<file path="config.mk">
export PLATFORM = sky130hd
export DESIGN_NAME = busCmdController
export DESIGN_NICKNAME = d
export VERILOG_FILES = /design/src/rtl/busCmdPkg.sv /design/src/rtl/busCmdControl.sv /design/src/rtl/busCmdDatapath.sv /design/src/rtl/busCmdController.sv
export SDC_FILE = /design/constraint.sdc
export NUM_CORES = 1
export LEC_CHECK = 0
export CAP_MARGIN = 5
export CORE_AREA = 5 5 42 44
export DETAILED_ROUTE_END_ITERATION = 12
export DIE_AREA = 0 0 47 49
export DONT_BUFFER_PORTS = 1
export PLACE_DENSITY = 0.45
export SYNTH_ARGS = -nofsm -noshare
export SYNTH_HDL_FRONTEND = slang
export SYNTH_SLANG_ARGS = --single-unit
</file>
<file path="constraint.sdc">
create_clock -name clk -period 1.4 [get_ports clk]
set_input_delay 0.28 -clock clk [delete_from_list [all_inputs] [get_ports clk]]
set_output_delay 0.28 -clock clk [all_outputs]
set_load 0.01 [all_outputs]
</file>
<file path="src/rtl/busCmdPkg.sv">
package busCmdPkg;

  localparam int STATUS_W = 3;
  localparam int CMD_W    = 5;

  localparam logic [STATUS_W-1:0] CODE_INTA   = 3'b000;
  localparam logic [STATUS_W-1:0] CODE_IORD   = 3'b001;
  localparam logic [STATUS_W-1:0] CODE_IOWR   = 3'b010;
  localparam logic [STATUS_W-1:0] CODE_HALT   = 3'b011;
  localparam logic [STATUS_W-1:0] CODE_FETCH  = 3'b100;
  localparam logic [STATUS_W-1:0] CODE_MEMRD  = 3'b101;
  localparam logic [STATUS_W-1:0] CODE_MEMWR  = 3'b110;
  localparam logic [STATUS_W-1:0] CODE_IDLE   = 3'b111;

  // bit positions inside the command vector
  localparam int CMD_MEMRD = 0;
  localparam int CMD_MEMWR = 1;
  localparam int CMD_IORD  = 2;
  localparam int CMD_IOWR  = 3;
  localparam int CMD_INTA  = 4;

  typedef enum logic [1:0] {
    PH_IDLE  = 2'd0,
    PH_LATCH = 2'd1,
    PH_CMD   = 2'd2
  } phaseE;

  typedef struct packed {
    logic captureCode;
    logic latchPhase;
    logic cmdPhase;
  } ctrlStrobesT;

  function automatic logic [CMD_W-1:0] decodeCmd(input logic [STATUS_W-1:0] code);
    logic [CMD_W-1:0] vec;
    vec = '0;
    case (code)
      CODE_INTA:              vec[CMD_INTA]  = 1'b1;
      CODE_IORD:              vec[CMD_IORD]  = 1'b1;
      CODE_IOWR:              vec[CMD_IOWR]  = 1'b1;
      CODE_FETCH, CODE_MEMRD: vec[CMD_MEMRD] = 1'b1;
      CODE_MEMWR:             vec[CMD_MEMWR] = 1'b1;
      default:                vec = '0;
    endcase
    return vec;
  endfunction

  function automatic logic isWriteCode(input logic [STATUS_W-1:0] code);
    return (code == CODE_IOWR) || (code == CODE_MEMWR);
  endfunction

endpackage

</file>
<file path="src/rtl/busCmdControl.sv">
module busCmdControl
  import busCmdPkg::*;
(
  input  logic                clk,
  input  logic                rstN,
  input  logic [STATUS_W-1:0] statusIn,
  output ctrlStrobesT         strobes
);

  phaseE               phase;
  phaseE               phaseNext;
  logic [STATUS_W-1:0] prevStatus;
  logic                nowPassive;
  logic                startSeen;

  assign nowPassive = (statusIn == CODE_IDLE);
  assign startSeen  = (prevStatus == CODE_IDLE) && !nowPassive;

  always_comb begin
    phaseNext = phase;
    case (phase)
      PH_IDLE:  if (startSeen) phaseNext = PH_LATCH;
      PH_LATCH: phaseNext = nowPassive ? PH_IDLE : PH_CMD;
      PH_CMD:   if (nowPassive) phaseNext = PH_IDLE;
      default:  phaseNext = PH_IDLE;
    endcase
  end

  always_ff @(posedge clk) begin
    if (!rstN) begin
      phase      <= PH_IDLE;
      prevStatus <= CODE_INTA;  // not passive: forces a passive sample first
    end else begin
      phase      <= phaseNext;
      prevStatus <= statusIn;
    end
  end

  assign strobes.captureCode = (phase == PH_IDLE) && startSeen;
  assign strobes.latchPhase  = (phase == PH_LATCH);
  assign strobes.cmdPhase    = (phase == PH_CMD);

  AST_LATCH_ONE_CLOCK: assert property (@(posedge clk) disable iff (!rstN)
    strobes.latchPhase |=> !strobes.latchPhase);

  AST_LATCH_NEEDS_ACTIVE: assert property (@(posedge clk) disable iff (!rstN)
    $rose(strobes.latchPhase) |-> ($past(statusIn) != CODE_IDLE));

  AST_ABORT_ON_PASSIVE: assert property (@(posedge clk) disable iff (!rstN)
    (strobes.latchPhase && nowPassive) |=> !strobes.cmdPhase && !strobes.latchPhase);

  AST_NO_RESTART_IN_CYCLE: assert property (@(posedge clk) disable iff (!rstN)
    strobes.cmdPhase |=> !strobes.latchPhase);

endmodule

</file>
<file path="src/rtl/busCmdDatapath.sv">
module busCmdDatapath
  import busCmdPkg::*;
(
  input  logic                clk,
  input  logic                rstN,
  input  logic [STATUS_W-1:0] statusIn,
  input  ctrlStrobesT         strobes,
  output logic                latchPulse,
  output logic                dirTx,
  output logic                dataEn,
  output logic [CMD_W-1:0]    cmdOut
);

  logic [STATUS_W-1:0] codeQ;
  logic [CMD_W-1:0]    cmdDecoded;
  logic                inCycle;

  always_ff @(posedge clk) begin
    if (!rstN) begin
      codeQ <= CODE_IDLE;
    end else if (strobes.captureCode) begin
      codeQ <= statusIn;
    end
  end

  assign cmdDecoded = decodeCmd(codeQ);
  assign inCycle    = strobes.latchPhase || strobes.cmdPhase;

  for (genvar i = 0; i < CMD_W; i++) begin : g_cmd
    assign cmdOut[i] = strobes.cmdPhase && cmdDecoded[i];
  end

  assign latchPulse = strobes.latchPhase;
  assign dirTx      = inCycle && isWriteCode(codeQ);
  assign dataEn     = strobes.cmdPhase && (codeQ != CODE_HALT);

  AST_CODE_HELD: assert property (@(posedge clk) disable iff (!rstN)
    (inCycle && $past(inCycle)) |-> $stable(codeQ));

  AST_SINGLE_CMD: assert property (@(posedge clk) disable iff (!rstN)
    $onehot0(cmdOut));

  AST_DEN_APART_FROM_LATCH: assert property (@(posedge clk) disable iff (!rstN)
    !(latchPulse && dataEn));

  AST_HALT_SILENT: assert property (@(posedge clk) disable iff (!rstN)
    (inCycle && codeQ == CODE_HALT) |-> (cmdOut == '0) && !dataEn);

endmodule

</file>
<file path="src/rtl/busCmdController.sv">
module busCmdController
  import busCmdPkg::*;
(
  input  logic       clk,
  input  logic       rstN,
  input  logic [2:0] busStatus,
  output logic       addrLatchEn,
  output logic       dirTransmit,
  output logic       dataEnable,
  output logic       memRead,
  output logic       memWrite,
  output logic       ioRead,
  output logic       ioWrite,
  output logic       intAck
);

  ctrlStrobesT      strobes;
  logic [CMD_W-1:0] cmdVec;
  logic             anyCmd;

  busCmdControl uControl (
    .clk      (clk),
    .rstN     (rstN),
    .statusIn (busStatus),
    .strobes  (strobes)
  );

  busCmdDatapath uDatapath (
    .clk        (clk),
    .rstN       (rstN),
    .statusIn   (busStatus),
    .strobes    (strobes),
    .latchPulse (addrLatchEn),
    .dirTx      (dirTransmit),
    .dataEn     (dataEnable),
    .cmdOut     (cmdVec)
  );

  assign memRead  = cmdVec[CMD_MEMRD];
  assign memWrite = cmdVec[CMD_MEMWR];
  assign ioRead   = cmdVec[CMD_IORD];
  assign ioWrite  = cmdVec[CMD_IOWR];
  assign intAck   = cmdVec[CMD_INTA];
  assign anyCmd   = |cmdVec;

  AST_CMD_AFTER_LATCH: assert property (@(posedge clk) disable iff (!rstN)
    $rose(anyCmd) |-> $past(addrLatchEn));

  AST_CMD_HOLDS: assert property (@(posedge clk) disable iff (!rstN)
    (anyCmd && busStatus != CODE_IDLE) |=> anyCmd && $stable(cmdVec));

  AST_CMD_RELEASE: assert property (@(posedge clk) disable iff (!rstN)
    (anyCmd && busStatus == CODE_IDLE) |=> !anyCmd);

  AST_DEN_WITH_CMD: assert property (@(posedge clk) disable iff (!rstN)
    anyCmd |-> dataEnable);

  AST_DIR_STEADY: assert property (@(posedge clk) disable iff (!rstN)
    (dirTransmit && !addrLatchEn) |-> $past(dirTransmit));

endmodule

</file>
==> qor.txt <==
CTS tree: built
number of global-route vias before repair: 424
M1 GR Usage: 13.0%
Sequential Power Share: 54.7%
Sink Count: 8
leakage power: 0.250 nW
Die Y: 49 um
Final setup viols: 3
DRT antenna net count: 0
initial DRC count: 11
Area contributors post-synth: dfxtp_1 35%, ha_1 8.2%, nand4_1 6.8%, and3_4 4.9%, o31ai_1 4.9%
Max IR drop VDD: 0.519 mV
Crit Path Max Fanout: 3
row cnt: 14
distinct cell type count after synthesis: 21
Fmax: 0.698 GHz
R2R depth: 5
Yosys warnings: 0
DRC errors left: 0
first-pass GRT wire length: 1.82 mm
total number of vias: 434
RSZ-0062 raised after global routing: yes
Worst Setup Path Type: reg -> out
Clock Latency Late Sink: 0.25 ns
Mapped Nets: 60
post-route setup TNS: -0.0344 ns
Final Cycle Share: 102%
Hold Buf Count CTS: 0
CP startpoint: uControl.phase[0]
outcome: finished, violations left
Hold Fails Final Rpt: 0
worst endpoint required time: 1.12 ns
Hold Crit Class: in -> reg
Worst Skew: 0.000307 ns
placeable core region: 0.00140 mm^2
R2R Path Start: uControl.phase[1]
Cells after Synth: 52
GR met2 Demand/Resource: 15.4%
Final Max Tran Viols: 0
Internal: 0.340 mW
placed wire-length estimate: 762 um
largest net degree at the start of global routing: 12
GRT Residual Overflow: 0
Net Sw Frac: 21.4%
number of I/O pins: 13
critical path endpoint category: primary output
Final Critical Period: 1.43 ns
share of cells above drive strength 1: 50.8%
measured slew at the worst slew-check pin: 0.269 ns
area leader, netlist: dfxtp_1
die extent in x: 47 um
IO Port Bufs: 0
H-tree depth: 1
Diodes inserted: 0
post-synthesis sequential area ratio: 35.1%
Starting Density: 32.6%
Post-synth EDFFs: 0
ys flop type: dfxtp_1
met3 Use GR: 4.80%
Root Driver: clkbuf_4
Max-Cap Viols: 0
RePlAce Congestion: 0.709
worst setup margin: -0.0320 ns
total wire length: 1.05 mm
Die Area: 0.00230 mm^2
Syn Area/Cell: 8.78 um^2
initial antenna violation count: 0
Synth async-reset ratio: 0%
hold depth: 1
total track usage: 10.5%
worst hold start: rstN
CP startpoint kind: flop
Cell Area, Synth: 457 um^2
GR peak layer: met2
failing checks: negative setup slack
Num CTS Buffers: 3
Max-slew headroom: 82.0%
Synth top area share: 35.1%
DR WL/cell: 13.6 um
switching power total: 0.0926 mW
nets@finish: 71
top post-synthesis cells by count: 8 x dfxtp_1, 5 x nand4_1, 4 x inv_1, 4 x nand2_1, 4 x nand3_1
Clock Power Share: 40.1%
Clock transition at path regs: 0.05 ns
WP data arrival: 1.15 ns
vias per cell: 5.64
clk buf depth: 2
Area Growth Syn to Fin: 38.9%
Power Density: 682 mW/mm^2
drt pass-1 iters: 4
Final Core Density: 45.3%
dominant cell by count in the synthesized netlist: dfxtp_1
Yosys reg bits: 8
Logic pwr share: 5.2%
==> timing repair <==
action	4_1_cts	5_1_grt
setup buffers	2	0
resized for setup	16	6
pin swaps	1	1
endpoints found under the setup margin	7	7
==> path summary, 6_finish.rpt <==
kind                             end  slack, ns
setup / recovery         dirTransmit      -0.03
setup reg to reg  uDatapath.codeQ[1]       0.16
hold / removal    uDatapath.codeQ[2]       0.10
hold reg to reg   uDatapath.codeQ[2]       0.56
==> cell type report <==
class | count | area, um^2
fill | 147 | 767
multi-input combinational | 38 | 344
sequential | 8 | 171
timing repair buffer | 7 | 52.6
inverter | 5 | 23.8
clock buffer | 3 | 22.5
tap | 16 | 20.0
==> cell families (layout without fill, tap and decap cells) <==
family,Yosys count,in the layout,share of synthesized area (%)
AOI/OAI and AO/OA,9,9,15.6
adders and majority gates,3,3,8.22
DFF,8,8,35.1
buffers and inverters,6,15,5.20
and+or+nand+nor,26,26,35.9
==> metrics by stage <==
step,power (mW),setup WS (ns),hold slack [ns],area [um^2],std cells
2_1_floorplan,0.264,0.0497,0.402,463,52
3_3_place_gp,0.264,0.0943,0.357,515,72
3_5_place_dp,0.264,0.0729,0.357,515,72
4_1_cts,0.443,-0.0517,0.0947,608,77
5_1_grt,0.460,-0.0840,0.0877,634,77
6_report,0.432,-0.0320,0.103,634,77
==> layout by cell type (no fill, tap or decap), drive strengths merged, types with 3 or more instances in the layout <==
cell / synthesis / final
and2: 4 / 4
nor3: 3 / 3
clkbuf: 0 / 3
nand4: 5 / 5
nand2: 4 / 4
dfxtp: 8 / 8
buf: 1 / 7
nand3: 5 / 5
inv: 5 / 5
o31ai: 3 / 3
ha: 3 / 3
==> registers in the layout (all words and copies together) (netlist names) <==
name,flops
uControl.prevStatus,3
uControl.phase,2
uDatapath.codeQ,3
==> metal layers <==
layer	part of all wire [%]	wire length [um]
met3	9.2	96
met1	42	437
met5	0	0
met2	49	515
met4	0	0
==> worst max-delay path, cell delays in order (launching register included) <==
cell and delay [ns]:
dfxtp_2 0.35, inv_4 0.05, ha_1 0.29, and3b_2 0.22
==> power by group through the flow <==
| stage | combinational [mW] | clock (mW) | sequential (mW) |
|---|---|---|---|
| 2_1_floorplan | 0.0216 | 0 | 0.242 |
| 4_1_cts | 0.0221 | 0.183 | 0.237 |
| 5_1_grt | 0.0255 | 0.198 | 0.237 |
| 3_5_place_dp | 0.0208 | 0 | 0.243 |
| 3_3_place_gp | 0.0211 | 0 | 0.243 |
| 6_report | 0.0227 | 0.173 | 0.236 |
Power figures use the tool's default switching activity.
